## config.mk

```make
export PLATFORM = sky130hd
export DESIGN_NAME = rf_rename
export DESIGN_NICKNAME = d
export VERILOG_FILES = /design/src/rtl/rf_rename_pkg.sv /design/src/rtl/rf_freelist.sv /design/src/rtl/rf_maptable.sv /design/src/rtl/rf_history.sv /design/src/rtl/rf_rename.sv
export SDC_FILE = /design/constraint.sdc
export NUM_CORES = 1
export LEC_CHECK = 0
export BUFFER_PORTS_ARGS = -buffer_cell sky130_fd_sc_hd__buf_2
export CORE_MARGIN = 2
export CORE_UTILIZATION = 63
export CTS_CLUSTER_DIAMETER = 60
export CTS_CLUSTER_SIZE = 12
export DETAILED_ROUTE_END_ITERATION = 16
export PLACE_DENSITY = 0.8
export RECOVER_POWER = 50
export REMOVE_ABC_BUFFERS = 1
export SLEW_MARGIN = 20
export SYNTH_ARGS = -nofsm -noshare
export SYNTH_HDL_FRONTEND = slang
export SYNTH_SLANG_ARGS = --single-unit
export TNS_END_PERCENT = 30
```

## constraint.sdc

```tcl
create_clock -name clk -period 5.23 [get_ports clk]
set_clock_uncertainty 0.05 [all_clocks]
set_input_delay 0 -clock clk [delete_from_list [all_inputs] [get_ports clk]]
set_output_delay 0 -clock clk [all_outputs]
set_load 0.005 [all_outputs]
```

## src/rtl/rf_rename_pkg.sv

```systemverilog
package rf_rename_pkg;
  typedef enum logic {
    RS_RUN  = 1'b0,
    RS_UNDO = 1'b1
  } rec_state_e;
endpackage

```

## src/rtl/rf_freelist.sv

```systemverilog
// FIFO of free physical register numbers; reset fills it with the
// registers above the initial identity mapping, in ascending order.
module rf_freelist #(
  parameter int NUM_ARCH = 8,
  parameter int NUM_PHYS = 16
) (
  input  logic                        clk,
  input  logic                        rst_n,
  input  logic                        pop,
  input  logic                        push,
  input  logic [$clog2(NUM_PHYS)-1:0] push_preg,
  output logic [$clog2(NUM_PHYS)-1:0] head_preg,
  output logic                        empty,
  output logic [$clog2(NUM_PHYS):0]   count
);
  localparam int PW    = $clog2(NUM_PHYS);
  localparam int NFREE = NUM_PHYS - NUM_ARCH;

  logic [PW-1:0] slots [NUM_PHYS];
  logic [PW-1:0] rd_ptr;
  logic [PW-1:0] wr_ptr;

  assign head_preg = slots[rd_ptr];
  assign empty     = (count == '0);

  always_ff @(posedge clk) begin
    if (!rst_n) begin
      for (int i = 0; i < NUM_PHYS; i++) begin
        slots[i] <= (i < NFREE) ? PW'(NUM_ARCH + i) : '0;
      end
      rd_ptr <= '0;
      wr_ptr <= PW'(NFREE);
      count  <= (PW+1)'(NFREE);
    end else begin
      if (push) begin
        slots[wr_ptr] <= push_preg;
        wr_ptr        <= wr_ptr + 1'b1;
      end
      if (pop) begin
        rd_ptr <= rd_ptr + 1'b1;
      end
      if (push && !pop) begin
        count <= count + 1'b1;
      end else if (pop && !push) begin
        count <= count - 1'b1;
      end
    end
  end
endmodule

```

## src/rtl/rf_maptable.sv

```systemverilog
// Architectural-to-physical mapping with three read ports
// (two sources plus the destination's prior mapping) and one write port.
module rf_maptable #(
  parameter int NUM_ARCH = 8,
  parameter int NUM_PHYS = 16
) (
  input  logic                        clk,
  input  logic                        rst_n,
  input  logic [$clog2(NUM_ARCH)-1:0] rd_a1,
  input  logic [$clog2(NUM_ARCH)-1:0] rd_a2,
  input  logic [$clog2(NUM_ARCH)-1:0] rd_a3,
  output logic [$clog2(NUM_PHYS)-1:0] rd_p1,
  output logic [$clog2(NUM_PHYS)-1:0] rd_p2,
  output logic [$clog2(NUM_PHYS)-1:0] rd_p3,
  input  logic                        we,
  input  logic [$clog2(NUM_ARCH)-1:0] wr_a,
  input  logic [$clog2(NUM_PHYS)-1:0] wr_p
);
  localparam int PW = $clog2(NUM_PHYS);

  logic [PW-1:0] map_q [NUM_ARCH];

  assign rd_p1 = map_q[rd_a1];
  assign rd_p2 = map_q[rd_a2];
  assign rd_p3 = map_q[rd_a3];

  genvar g;
  generate
    for (g = 0; g < NUM_ARCH; g++) begin : g_entry
      always_ff @(posedge clk) begin
        if (!rst_n) begin
          map_q[g] <= PW'(g);
        end else if (we && (wr_a == g)) begin
          map_q[g] <= wr_p;
        end
      end
    end
  endgenerate
endmodule

```

## src/rtl/rf_history.sv

```systemverilog
// In-flight log: appended at the young end, retired from the old end
// on commit, or unwound from the young end during recovery.
module rf_history #(
  parameter int NUM_ARCH   = 8,
  parameter int NUM_PHYS   = 16,
  parameter int HIST_DEPTH = 16
) (
  input  logic                          clk,
  input  logic                          rst_n,
  input  logic                          push,
  input  logic                          push_has,
  input  logic [$clog2(NUM_ARCH)-1:0]   push_arch,
  input  logic [$clog2(NUM_PHYS)-1:0]   push_new,
  input  logic [$clog2(NUM_PHYS)-1:0]   push_old,
  input  logic                          pop_old,
  input  logic                          pop_young,
  output logic                          old_has,
  output logic [$clog2(NUM_PHYS)-1:0]   old_prev,
  output logic                          young_has,
  output logic [$clog2(NUM_ARCH)-1:0]   young_arch,
  output logic [$clog2(NUM_PHYS)-1:0]   young_new,
  output logic [$clog2(NUM_PHYS)-1:0]   young_prev,
  output logic                          empty,
  output logic                          full,
  output logic [$clog2(HIST_DEPTH):0]   count
);
  localparam int AW = $clog2(NUM_ARCH);
  localparam int PW = $clog2(NUM_PHYS);
  localparam int HW = $clog2(HIST_DEPTH);

  logic          e_has  [HIST_DEPTH];
  logic [AW-1:0] e_arch [HIST_DEPTH];
  logic [PW-1:0] e_new  [HIST_DEPTH];
  logic [PW-1:0] e_prev [HIST_DEPTH];

  logic [HW-1:0] old_ptr;
  logic [HW-1:0] tail_ptr;
  logic [HW-1:0] young_ptr;

  assign young_ptr  = tail_ptr - 1'b1;
  assign empty      = (count == '0);
  assign full       = (count == (HW+1)'(HIST_DEPTH));
  assign old_has    = e_has[old_ptr];
  assign old_prev   = e_prev[old_ptr];
  assign young_has  = e_has[young_ptr];
  assign young_arch = e_arch[young_ptr];
  assign young_new  = e_new[young_ptr];
  assign young_prev = e_prev[young_ptr];

  always_ff @(posedge clk) begin
    if (!rst_n) begin
      for (int i = 0; i < HIST_DEPTH; i++) begin
        e_has[i]  <= 1'b0;
        e_arch[i] <= '0;
        e_new[i]  <= '0;
        e_prev[i] <= '0;
      end
      old_ptr  <= '0;
      tail_ptr <= '0;
      count    <= '0;
    end else begin
      if (push) begin
        e_has[tail_ptr]  <= push_has;
        e_arch[tail_ptr] <= push_arch;
        e_new[tail_ptr]  <= push_new;
        e_prev[tail_ptr] <= push_old;
        tail_ptr         <= tail_ptr + 1'b1;
      end else if (pop_young) begin
        tail_ptr <= young_ptr;
      end
      if (pop_old) begin
        old_ptr <= old_ptr + 1'b1;
      end
      if (push && !pop_old) begin
        count <= count + 1'b1;
      end else if (!push && (pop_old || pop_young)) begin
        count <= count - 1'b1;
      end
    end
  end
endmodule

```

## src/rtl/rf_rename.sv

```systemverilog
module rf_rename
  import rf_rename_pkg::*;
#(
  parameter int NUM_ARCH   = 8,
  parameter int NUM_PHYS   = 16,
  parameter int HIST_DEPTH = 16
) (
  input  logic                        clk,
  input  logic                        rst_n,
  input  logic                        rn_valid,
  output logic                        rn_ready,
  input  logic [$clog2(NUM_ARCH)-1:0] rn_src1,
  input  logic [$clog2(NUM_ARCH)-1:0] rn_src2,
  input  logic                        rn_has_dst,
  input  logic [$clog2(NUM_ARCH)-1:0] rn_dst,
  output logic [$clog2(NUM_PHYS)-1:0] rn_psrc1,
  output logic [$clog2(NUM_PHYS)-1:0] rn_psrc2,
  output logic [$clog2(NUM_PHYS)-1:0] rn_pdst,
  output logic [$clog2(NUM_PHYS)-1:0] rn_pold,
  input  logic                        cmt_valid,
  output logic                        cmt_ready,
  output logic                        cmt_frees,
  output logic [$clog2(NUM_PHYS)-1:0] cmt_old_preg,
  input  logic                        trap,
  output logic                        recover_busy
);
  localparam int AW = $clog2(NUM_ARCH);
  localparam int PW = $clog2(NUM_PHYS);
  localparam int HW = $clog2(HIST_DEPTH);

  rec_state_e rs_q;

  logic [PW-1:0] map_dst_prev;
  logic [PW-1:0] fl_head;
  logic          fl_empty;
  logic [PW:0]   fl_count;
  logic          fl_push;
  logic [PW-1:0] fl_push_preg;

  logic          h_old_has;
  logic [PW-1:0] h_old_prev;
  logic          h_young_has;
  logic [AW-1:0] h_young_arch;
  logic [PW-1:0] h_young_new;
  logic [PW-1:0] h_young_prev;
  logic          h_empty;
  logic          h_full;
  logic [HW:0]   hist_count;

  logic          rn_fire;
  logic          alloc;
  logic          cmt_fire;
  logic          undo;
  logic          map_we;
  logic [AW-1:0] map_wa;
  logic [PW-1:0] map_wp;

  assign recover_busy = (rs_q == RS_UNDO);

  assign rn_ready = !recover_busy && !trap && !h_full && (!rn_has_dst || !fl_empty);
  assign rn_fire  = rn_valid && rn_ready;
  assign alloc    = rn_fire && rn_has_dst;

  assign cmt_ready    = !recover_busy && !trap && !h_empty;
  assign cmt_fire     = cmt_valid && cmt_ready;
  assign cmt_frees    = cmt_ready && h_old_has;
  assign cmt_old_preg = h_old_prev;

  assign undo = recover_busy && !h_empty;

  assign rn_pdst = rn_has_dst ? fl_head : '0;
  assign rn_pold = rn_has_dst ? map_dst_prev : '0;

  // Single table write port: recovery and rename never overlap.
  assign map_we = alloc || (undo && h_young_has);
  assign map_wa = undo ? h_young_arch : rn_dst;
  assign map_wp = undo ? h_young_prev : fl_head;

  // Single free-list push: commit release or undo return.
  assign fl_push      = (cmt_fire && h_old_has) || (undo && h_young_has);
  assign fl_push_preg = undo ? h_young_new : h_old_prev;

  rf_maptable #(
    .NUM_ARCH(NUM_ARCH),
    .NUM_PHYS(NUM_PHYS)
  ) u_map (
    .clk  (clk),
    .rst_n(rst_n),
    .rd_a1(rn_src1),
    .rd_a2(rn_src2),
    .rd_a3(rn_dst),
    .rd_p1(rn_psrc1),
    .rd_p2(rn_psrc2),
    .rd_p3(map_dst_prev),
    .we   (map_we),
    .wr_a (map_wa),
    .wr_p (map_wp)
  );

  rf_freelist #(
    .NUM_ARCH(NUM_ARCH),
    .NUM_PHYS(NUM_PHYS)
  ) u_free (
    .clk      (clk),
    .rst_n    (rst_n),
    .pop      (alloc),
    .push     (fl_push),
    .push_preg(fl_push_preg),
    .head_preg(fl_head),
    .empty    (fl_empty),
    .count    (fl_count)
  );

  rf_history #(
    .NUM_ARCH  (NUM_ARCH),
    .NUM_PHYS  (NUM_PHYS),
    .HIST_DEPTH(HIST_DEPTH)
  ) u_hist (
    .clk       (clk),
    .rst_n     (rst_n),
    .push      (rn_fire),
    .push_has  (rn_has_dst),
    .push_arch (rn_dst),
    .push_new  (rn_pdst),
    .push_old  (rn_pold),
    .pop_old   (cmt_fire),
    .pop_young (undo),
    .old_has   (h_old_has),
    .old_prev  (h_old_prev),
    .young_has (h_young_has),
    .young_arch(h_young_arch),
    .young_new (h_young_new),
    .young_prev(h_young_prev),
    .empty     (h_empty),
    .full      (h_full),
    .count     (hist_count)
  );

  always_ff @(posedge clk) begin
    if (!rst_n) begin
      rs_q <= RS_RUN;
    end else begin
      unique case (rs_q)
        RS_RUN:  if (trap && !h_empty) rs_q <= RS_UNDO;
        RS_UNDO: if (hist_count == (HW+1)'(1)) rs_q <= RS_RUN;
        default: rs_q <= RS_RUN;
      endcase
    end
  end
endmodule

```

Word-level counts from Yosys, hierarchy flattened
Memories as Yosys holds them, arrays and structs flattened. A register that Yosys moved wholly into a read port is not among the register bits.
Index checks and enable logic that the tools add are counted.
{"block": "totals", "ff_bits": 27, "ramBits": 288, "inputBits": 15, "out_inout_bits": 24, "word_cells": 163, "n_memories": 6}
{"block": "op_classes", "addsub": 9, "eq_ne": 9, "n_mux": 74, "n_bitwise": 9, "n_reduce_logical": 49}
{"memory": "u_free.slots", "depth": 16, "width": 4, "read_ports": 1, "rd_clocked_by_memory_dff": 1, "write_ports": 16, "line_no": "rf_freelist.sv:19", "rtl": "logic [PW-1:0] slots [NUM_PHYS];"}
{"memory": "u_hist.e_new", "depth": 16, "width": 4, "read_ports": 1, "rd_clocked_by_memory_dff": 0, "write_ports": 16, "line_no": "rf_history.sv:33", "rtl": "logic [PW-1:0] e_new [HIST_DEPTH];"}
{"memory": "u_hist.e_prev", "depth": 16, "width": 4, "read_ports": 2, "rd_clocked_by_memory_dff": 1, "write_ports": 16, "line_no": "rf_history.sv:34", "rtl": "logic [PW-1:0] e_prev [HIST_DEPTH];"}
{"memory": "u_hist.e_arch", "depth": 16, "width": 3, "read_ports": 1, "rd_clocked_by_memory_dff": 0, "write_ports": 16, "line_no": "rf_history.sv:32", "rtl": "logic [AW-1:0] e_arch [HIST_DEPTH];"}
{"memory": "u_map.map_q", "depth": 8, "width": 4, "read_ports": 3, "rd_clocked_by_memory_dff": 0, "write_ports": 8, "line_no": "rf_maptable.sv:21", "rtl": "logic [PW-1:0] map_q [NUM_ARCH];"}
{"memory": "u_hist.e_has", "depth": 16, "width": 1, "read_ports": 2, "rd_clocked_by_memory_dff": 1, "write_ports": 16, "line_no": "rf_history.sv:31", "rtl": "logic e_has [HIST_DEPTH];"}
{"operator": "$mux W4", "n": 28}
{"operator": "$mux W1", "n": 39}
{"operator": "$logic_and A1 B1 Y1", "n": 24}
{"operator": "$mux W5", "n": 4}
{"operator": "$add A4 B1 Y4 const B", "n": 4}
{"operator": "$eq A3 B3 Y1 const B", "n": 4}
{"operator": "$reduce_or A4 Y1", "n": 3}
{"operator": "$add A5 B1 Y5 const B", "n": 2}
{"operator": "$logic_not A1 Y1", "n": 10}
{"operator": "$logic_not A5 Y1", "n": 2}
{"operator": "$sub A5 B1 Y5 const B", "n": 2}
{"operator": "$or A1 B1 Y1", "n": 8}
{"operator": "$eq A3 B2 Y1 const B", "n": 2}
{"operator": "$mux W3", "n": 2}
{"operator": "$reduce_bool A2 Y1", "n": 3}
{"operator": "$eq A5 B1 Y1 const B", "n": 1}
{"operator": "$eq A5 B5 Y1 const B", "n": 1}
{"operator": "$logic_or A1 B1 Y1", "n": 4}
{"operator": "$sub A4 B1 Y4 const B", "n": 1}
{"operator": "$eq A3 B1 Y1 const B", "n": 1}
{"operator": "$logic_not A3 Y1", "n": 1}
{"operator": "$reduce_or A3 Y1", "n": 1}
{"operator": "$pmux W1 S2", "n": 1}
{"operator": "$not A1 Y1", "n": 1}
{"operator": "$reduce_or A1 Y1", "n": 1}

Logic depth before layout (Yosys ltp)
Gate-level depths: netlist of run 1.
{"block": "depth", "word_depth": 12, "mapped_depth": 21, "depth_no_buf": 16}

Cells and area by module
A second synthesis of run 1 with hierarchy kept.
{"block": "unflattened", "hier_cells": 1306, "area_unflattened_um2": 16604.7}
{"module": "rf_history", "n_inst": 1, "cells_per_inst": 818, "area_each_um2": 10294.9, "seq_area_each_um2": 5945.7}
{"module": "rf_freelist", "n_inst": 1, "cells_per_inst": 296, "area_each_um2": 3882.5, "seq_area_each_um2": 2262.2}
{"module": "rf_maptable", "n_inst": 1, "cells_per_inst": 131, "area_each_um2": 2109.5, "seq_area_each_um2": 960.9}
{"module": "rf_rename", "n_inst": 1, "cells_per_inst": 61, "area_each_um2": 317.8, "seq_area_each_um2": 20.0}

Worst setup path before layout of run 1
Ideal clock, no wire load.
{"block": "synth_path", "kind": "flip-flop to flip-flop", "from": "reg u_hist.tail_ptr[0]", "to": "reg u_free.count[4]", "setup_ns": 0.128, "arrival_time_ns": 4.177, "t_required_ns": 5.052, "slack_ns": 0.876, "stages_incl_launch_ff": 19, "n_path_buf": 2, "period_less_slack_ns": 4.354, "cell_sequence": "dfxtp_1 > buf_4 > buf_6 > inv_2 > ha_1 > xnor2_1 > mux4_2 > or3_1 > o211a_2 > inv_2 > ha_1 > inv_1 > ha_1 > nor2b_1 > o21a_1 > or3_1 > a21oi_1 > xnor2_1 > nor2_1"}
{"block": "synth_via", "elab_chain_len": 7, "word_cells_on_any_way": 9, "cone_classes": "1 x add/sub; 1 x mux; 6 x reduce/logical; 1 x memory"}
{"item": "from (decl)", "line_no": "rf_history.sv:37", "rtl": "logic [HW-1:0] tail_ptr;"}
{"item": "from (signal assigned)", "line_no": "rf_history.sv:67", "rtl": "tail_ptr <= tail_ptr + 1'b1;"}
{"item": "from (signal assigned)", "line_no": "rf_history.sv:69", "rtl": "tail_ptr <= young_ptr;"}
{"item": "$sub A4 B1 Y4 *", "line_no": "rf_history.sv:40", "rtl": "assign young_ptr = tail_ptr - 1'b1;"}
{"item": "$mem_v2 Z16 W1 *"}
{"item": "$logic_and A1 B1 Y1 *", "line_no": "rf_rename.sv:80", "rtl": "assign fl_push = (cmt_fire && h_old_has) || (undo && h_young_has);"}
{"item": "$logic_or A1 B1 Y1 *", "line_no": "rf_rename.sv:80"}
{"item": "via fl_push", "line_no": "rf_rename.sv:37", "rtl": "logic fl_push;"}
{"item": "$logic_not A1 Y1", "line_no": "rf_freelist.sv:44", "rtl": "end else if (pop && !push) begin"}
{"item": "$logic_and A1 B1 Y1", "line_no": "rf_freelist.sv:44"}
{"item": "$reduce_bool A2 Y1 (no line)"}
{"item": "to (signal assigned)", "line_no": "rf_freelist.sv:33", "rtl": "count <= (PW+1)'(NFREE);"}
{"item": "to (signal assigned)", "line_no": "rf_freelist.sv:43", "rtl": "count <= count + 1'b1;"}
{"item": "to (signal assigned)", "line_no": "rf_freelist.sv:45", "rtl": "count <= count - 1'b1;"}
{"item": "to (decl)", "line_no": "rf_freelist.sv:14", "rtl": "output logic [$clog2(NUM_PHYS):0] count"}
Mark *: on every way through the listed nets, which the timed path passes. The rest lies on a longest branch.
A chain may end at the register's enable or synchronous reset.

Worst setup path in the final report of run 1
{"block": "layout_path", "from": "reg u_hist.tail_ptr[1]", "to": "reg u_free.count[4]"}
The elaborated chain is that of the path after synthesis.

==> impl_metrics.ini, run 1 <==
[status]
status = finished clean

[global_routing]
grt_pass1_wl_um = 60900
met1_usage_pct = 41.1
met2_usage_pct = 49.8
met3_usage_pct = 6.24
grt_overflow = 0
grt_pass1_vias = 10700
top_usage_layer = met2
grt_usage_pct = 30.2
grt_max_degree = 42
antenna_found_initial = 0

[yosys]
synth_top_area_share_pct = 50.7
post-synth-top-count-cell = edfxtp_1
synthFlopType = edfxtp_1
syn_inst = 1230
syn_area_um2 = 16100
synthTopCellsByCount = 272 x edfxtp_1, 214 x nor2_1, 117 x mux4_2
yosysWarnings = 0
ys_top_cells_by_area = edfxtp_1 51%, mux4_2 16%, dfxtp_1 6.3%, nor2_1 5.0%, and2_1 2.4%
syn_avg_cell_area_um2 = 13.1
yosysSeqAreaShare_pct = 57.0
synth-seq-cells = 323
synth_edf_count = 272
synth_cell_types = 63
ys_async_sr_fraction_pct = 0
yosysTopAreaCell = edfxtp_1

[cts]
cts_tree = built
root_buffer = clkbuf_16
cts_htree_levels = 2
clock-sinks = 323
cts_buffer_depth = 3
clk_latency_ps = 510
cts-buffers-inserted = 34
clkTransAtPathRegs_ps = 60
postCtsResizedCells = 0

[run]
cap_violations = 0

[timing]
rsz0062_at_grt = false
finalMaxSlewViolations = 0
fmax_ghz = 0.217
finalHoldViolations = 0
setup_violations = 0
fin_crit_ps = 4610
worst_pin_slew_ps = 1380
slew_headroom_pct = 8.30
final.setup.tns_ps = 0
fin_crit_sh_pct = 88.1

[critical_path]
reg2reg_slack_ps = 620
slowest_delay_ps = 680
cp-end-kind = flop
path_max_fanout = 13
crit_family = adder cells
reg2reg_to = u_free.count[4]$_SDFFE_PN0P_
path_buf_inv = 3
cp.arrival_ps = 4940
reg2reg_depth = 16
cp.depth = 16
path_class = flop to flop
critPathRequiredTime_ps = 5560
worstSetupStartpointType = flop
setup.worst_path.end = u_free.count[4]$_SDFFE_PN0P_
crit_slowest_cell = ha_1
path_cells = inv_1 > ha_1 > mux2i_1 > mux4_2 > or3_1 > o211a_2 > inv_2 > ha_1 > inv_1 > ha_1 > nor2b_1 > o21a_1 > or3_1 > a21oi_1 > xnor2_1 > nor2_1
rr_startpoint = u_hist.tail_ptr[1]$_SDFFE_PN0P_
cpMostUsedCell = ha_1
crit_start = u_hist.tail_ptr[1]$_SDFFE_PN0P_

[placement]
hpwl_um = 27300
port_buffers = 38
dp_cells = 1538
place.gp.congestion = 0.935

[route]
drc = 0
drtAntennaViolNets = 0
drt-total-wl_um = 39300
first_pass_iters = 7
wl_per_cell_um = 24.5
first_iter_violations = 1346
via_count = 10700
vias_per_cell = 6.66

[finish]
multi_input_area_um2 = 6470
fill_cells = 1684
layout.nets = 1283
drive_gt1_share_pct = 18.4
area_growth_pct = 8.91
stdcell_count = 1604
diodes = 0
regArea_um2 = 9190

[floorplan]
dieArea_um2 = 26900
core_um2 = 25200
die_h_um = 164
start_util_pct = 64.0
die_x_um = 164
rows = 58
ios = 39

[pwr]
p_sw_mw = 2.72
vdd_drop_max_uv = 358
powerDensity_nw_per_um2 = 471
combPwrFrac_pct = 34.1
clkPwrFrac_pct = 28.4
seq_power_share_pct = 37.5
cellInternalPower_mw = 5.55
switching_share_pct = 32.9
power.leakage_nw = 5.94

[worst_hold_path]
hold_class = primary input to flop
## worst min path at each step
stage / startpoint / to / slack, ps / cells past startpoint
floorplan: rst_n / u_free.wr_ptr[3]$_SDFFE_PN1P_ / 40 / 1
global placement: trap / recover_busy$_SDFF_PN0_ / 290 / 3
detailed placement: trap / recover_busy$_SDFF_PN0_ / 290 / 3
CTS: rn_dst[2] / u_hist.e_arch[8][2]$_SDFFCE_PN0P_ / 50 / 2
global route: rn_dst[2] / u_hist.e_arch[14][2]$_SDFFCE_PN0P_ / 50 / 2
finish: rn_dst[2] / u_hist.e_arch[8][2]$_SDFFCE_PN0P_ / 70 / 2
## stage by stage
stage	cell area, µm²	utilization, %	hold slack [ps]	worst slack [ps]	total power, mW
after floorplan	15800	-	36.3	-1390	5.15
after global placement	16500	65.6	286	1020	5.88
after detailed placement	16500	65.6	292	874	5.96
after CTS	17600	70.0	48.8	840	8.28
after global routing	17600	69.7	54.8	375	8.57
final	17600	69.7	73.9	620	8.27
## registers in the layout (all words and copies together) (netlist names), named ones only
signal and cells:
u_hist.old_ptr 4, u_free.count 5, u_map.map_q 32, u_hist.e_arch 48, u_free.wr_ptr 4, u_free.rd_ptr 4
u_hist.e_new 64, u_hist.count 5, u_hist.e_prev 64, recover_busy 1, u_hist.tail_ptr 4, u_free.slots 64
u_hist.e_has 16
## power by group through the flow
stage | Clock [mW] | Sequential [mW] | Combinational (mW)
final | 2.34 | 3.10 | 2.82
after global placement | 0 | 3.14 | 2.74
after detailed placement | 0 | 3.15 | 2.81
after global routing | 2.45 | 3.12 | 2.99
after floorplan | 0 | 3.17 | 1.98
after CTS | 2.35 | 3.10 | 2.84
## cell usage in the layout (no fill, tap or decap), types with 5 or more instances in the layout
master     netlist  layout
a21oi_1         16      16
and2_0           1      35
and2_1          63      29
and3_1           6       6
buf_2           16      30
buf_4            3      10
clkbuf_1        44      31
clkbuf_16        0      37
dfxtp_1         51      50
edfxtp_1       272     272
ha_1            19      19
inv_1           28      28
mux2_1           0       5
mux2_2          19      14
mux2i_1         22      24
mux4_2         117     117
nand2_1        102     102
nand2b_1        10      10
nand3_1         53      53
nand3b_1         6       6
nor2_1         214     214
nor2b_1          6       6
nor3_1          31      32
nor3_2           6       5
o21ai_0         29      29
or2_1            7       7
or2_2            6       6
or3_1            6       6
xnor2_1          8       7
xor2_1           9       9
## layer usage
metal	wire (µm)	share of wire [%]
met1	15100	38
met2	19400	49
met3	3740	9.5
met4	996	2.5
met5	0	0
## cell type report
class | count | share of cell area (%)
repair buffers | 56 | 1.77
clock inverters | 5 | 0.321
inverters | 30 | 0.641
clock buffers | 57 | 5.76
well taps | 330 | 2.35
multi-input cells | 803 | 36.8
flip-flops and latches | 323 | 52.3
## timing repair
item	4_1_cts	5_1_grt
hold buffers	4	0
endpoints found under the hold margin	8	0
setup buffers	0	0
## logic make-up (layout without fill, tap and decap cells)
kind of cell    after synthesis  count (layout)  synth area share (%)
compound gates               73              73                  2.93
xor+xnor                     18              18                  1.02
fa+ha+maj                    20              20                  1.60
buf+inv                     104             148                  2.75
flops                       323             323                  57.0
mux                         160             160                  19.3
simple gates                532             532                  15.4
Note: power is estimated with default switching activity, not from simulation.
==> inputs of run 2 (changes only) <==
--- a/config.mk
+++ b/config.mk
@@ -13,7 +13,6 @@
 export DETAILED_ROUTE_END_ITERATION = 16
 export PLACE_DENSITY = 0.8
 export RECOVER_POWER = 50
-export REMOVE_ABC_BUFFERS = 1
 export SLEW_MARGIN = 20
 export SYNTH_ARGS = -nofsm -noshare
 export SYNTH_HDL_FRONTEND = slang
==> run 2 against run 1 <==
Effect of this change: flip-flop and latch count is the same; clock power is essentially flat; non-clock buffer count shrank 1; via count is essentially flat; clock-buffer cell count shrank 5; critical path depth grew 1; first-iteration DRC count grew 8.5%; largest power group unchanged; highest routed layer is now met5.
==> impl_metrics.ini, run 2 (synthesis gave the netlist of run 1 again) <==
[status]
status = finished clean

[cts]
cts_tree = built
clock-sinks = 323
cts_htree_levels = 2
postCtsSetupBuffers = 0
clk_latency_ps = 520
cts_buffer_depth = 3
root_buffer = clkbuf_16
clkTransAtPathRegs_ps = 60
cts-buffers-inserted = 34

[global_routing]
grt_max_degree = 45
antenna_found_initial = 1
grt_overflow = 0
grt_usage_pct = 31.1
grt_pass1_wl_um = 61700
grt_pass1_vias = 10500

[timing]
worst_pin_slew_ps = 1410
rsz0062_at_grt = false
setup_violations = 0
finalHoldViolations = 0
slew_headroom_pct = 3.58
setup_ws_ps = 590
final.setup.tns_ps = 0
finalMaxSlewViolations = 0
hold_slack_ps = 10.1
fin_crit_sh_pct = 88.7
fmax_ghz = 0.216
fin_crit_ps = 4640

[critical_path]
cpMostUsedCell = ha_1
cp-end-kind = flop
reg2reg_depth = 17
cp.arrival_ps = 4980
crit_family = adder cells
reg2reg_to = u_free.count[4]$_SDFFE_PN0P_
path_class = flop to flop
slowest_delay_ps = 510
critPathRequiredTime_ps = 5570
path_cells = inv_1 > ha_1 > buf_4 > mux2i_1 > nand3_1 > nand4_1 > o211a_1 > inv_2 > ha_1 > inv_1 > ha_1 > nor2b_1 > o21a_1 > or3_1 > a21oi_1 > xnor2_1 > nor2_1
worstSetupStartpointType = flop
path_max_fanout = 33
reg2reg_slack_ps = 590
rr_startpoint = u_hist.tail_ptr[1]$_SDFFE_PN0P_
crit_slowest_cell = o211a_1
path_buf_inv = 4

[placement]
post-place-ws_ps = 798
place.gp.congestion = 0.935
dp_cells = 1539
hpwl_um = 28200
port_buffers = 38

[worst_hold_path]
hold_class = primary input to flop
min_path_cells = 4
min_from = cmt_valid
whs_endpoint = u_hist.old_ptr[1]$_SDFFE_PN0P_

[floorplan]
core_um2 = 25200
start_util_pct = 64.0
die_x_um = 164
die_h_um = 164
ios = 39
dieArea_um2 = 26900
rows = 58

[finish]
final_core_util_pct = 69.6
drive_gt1_share_pct = 17.9
fill_cells = 1677
top_regs = u_free.slots (64), u_hist.e_new (64), u_hist.e_prev (64)
diodes = 0
final_cell_mix = 272 x edfxtp_1, 214 x nor2_1, 117 x mux4_2
stdcell_count = 1599
layout.nets = 1282
final_common_cell = edfxtp_1
area_growth_pct = 8.64

[route]
drc = 0
wl_per_cell_um = 25.2
vias_per_cell = 6.69
first_iter_violations = 1461
drtAntennaViolNets = 0
drt-total-wl_um = 40300
first_pass_iters = 6
via_count = 10700

[pwr]
power.leakage_nw = 5.91
powerDensity_nw_per_um2 = 476
vdd_drop_max_uv = 296

[run]
cap_violations = 0

[yosys]
syn-num-nets = 1265
==> run 2: cell types whose count changed in the layout (fill, tap and decap cells not counted), moves of 2 or more <==
cell           change
mux2_2             -2
clkinv_1           +2
mux2_1             +2
dlygate4sd3_1      -2
buf_2              -4
==> run 2: report_power, final <==
group          total, mW  internal, mW  switching [mW]
sequential          3.10          2.96           0.147
combinational       2.93          1.24            1.69
clock               2.32          1.35           0.971
==> run 2: worst min-delay path, stage by stage <==
cell,delay [ps]
buf_2,120
and3_1,230
nand2_1,100
a21oi_1,60
==> run 2: area by class of cell <==
type	count	area (µm²)	share of cell area, %
Clock buffer	52	982	5.61
Clock inverter	6	60.1	0.343
Inverter	30	113	0.643
Multi-Input combinational cell	803	6470	36.9
Sequential cell	323	9190	52.5
Tap cell	330	413	2.36
Timing Repair Buffer	55	293	1.67
==> run 2: repair_timing <==
item                                   4_1_cts  5_1_grt
setup endpoints to repair                    0        0
resized for setup                            0        0
endpoints found under the hold margin        3        0
hold buffers                                 2        0
==> run 2: metrics by stage <==
step                      total power [mW]  instance area, µm²
after floorplan                       5.25               16100
after global placement                6.01               16500
after detailed placement              6.06               16500
after CTS                             8.35               17600
after global routing                  8.63               17500
final                                 8.35               17500
==> run 2: worst max-delay path by stage <==
| stage | from | to | slack, ps | cells after the start |
|---|---|---|---|---|
| 2_1_floorplan | u_hist.tail_ptr[0]$_SDFFE_PN0P_ | u_free.count[4]$_SDFFE_PN0P_ | 880 | 18 |
| 3_3_place_gp | u_hist.tail_ptr[1]$_SDFFE_PN0P_ | u_free.count[4]$_SDFFE_PN0P_ | 950 | 17 |
| 3_5_place_dp | u_hist.tail_ptr[1]$_SDFFE_PN0P_ | u_free.count[4]$_SDFFE_PN0P_ | 800 | 17 |
| 4_1_cts | u_hist.tail_ptr[1]$_SDFFE_PN0P_ | u_free.count[4]$_SDFFE_PN0P_ | 770 | 17 |
| 5_1_grt | u_hist.tail_ptr[1]$_SDFFE_PN0P_ | u_free.count[4]$_SDFFE_PN0P_ | 250 | 17 |
| 6_report | u_hist.tail_ptr[1]$_SDFFE_PN0P_ | u_free.count[4]$_SDFFE_PN0P_ | 590 | 17 |
==> run 2: per-layer routing <==
metal | up-vias | share of wire (%) | GRT usage [%]
met3 | 112 | 11 | 8.66
met2 | 706 | 47 | 49.1
met5 | - | 0.020 | 0
met4 | 2 | 3.5 | 11.2
li1 | 4599 | - | -
met1 | 5272 | 38 | 41.9
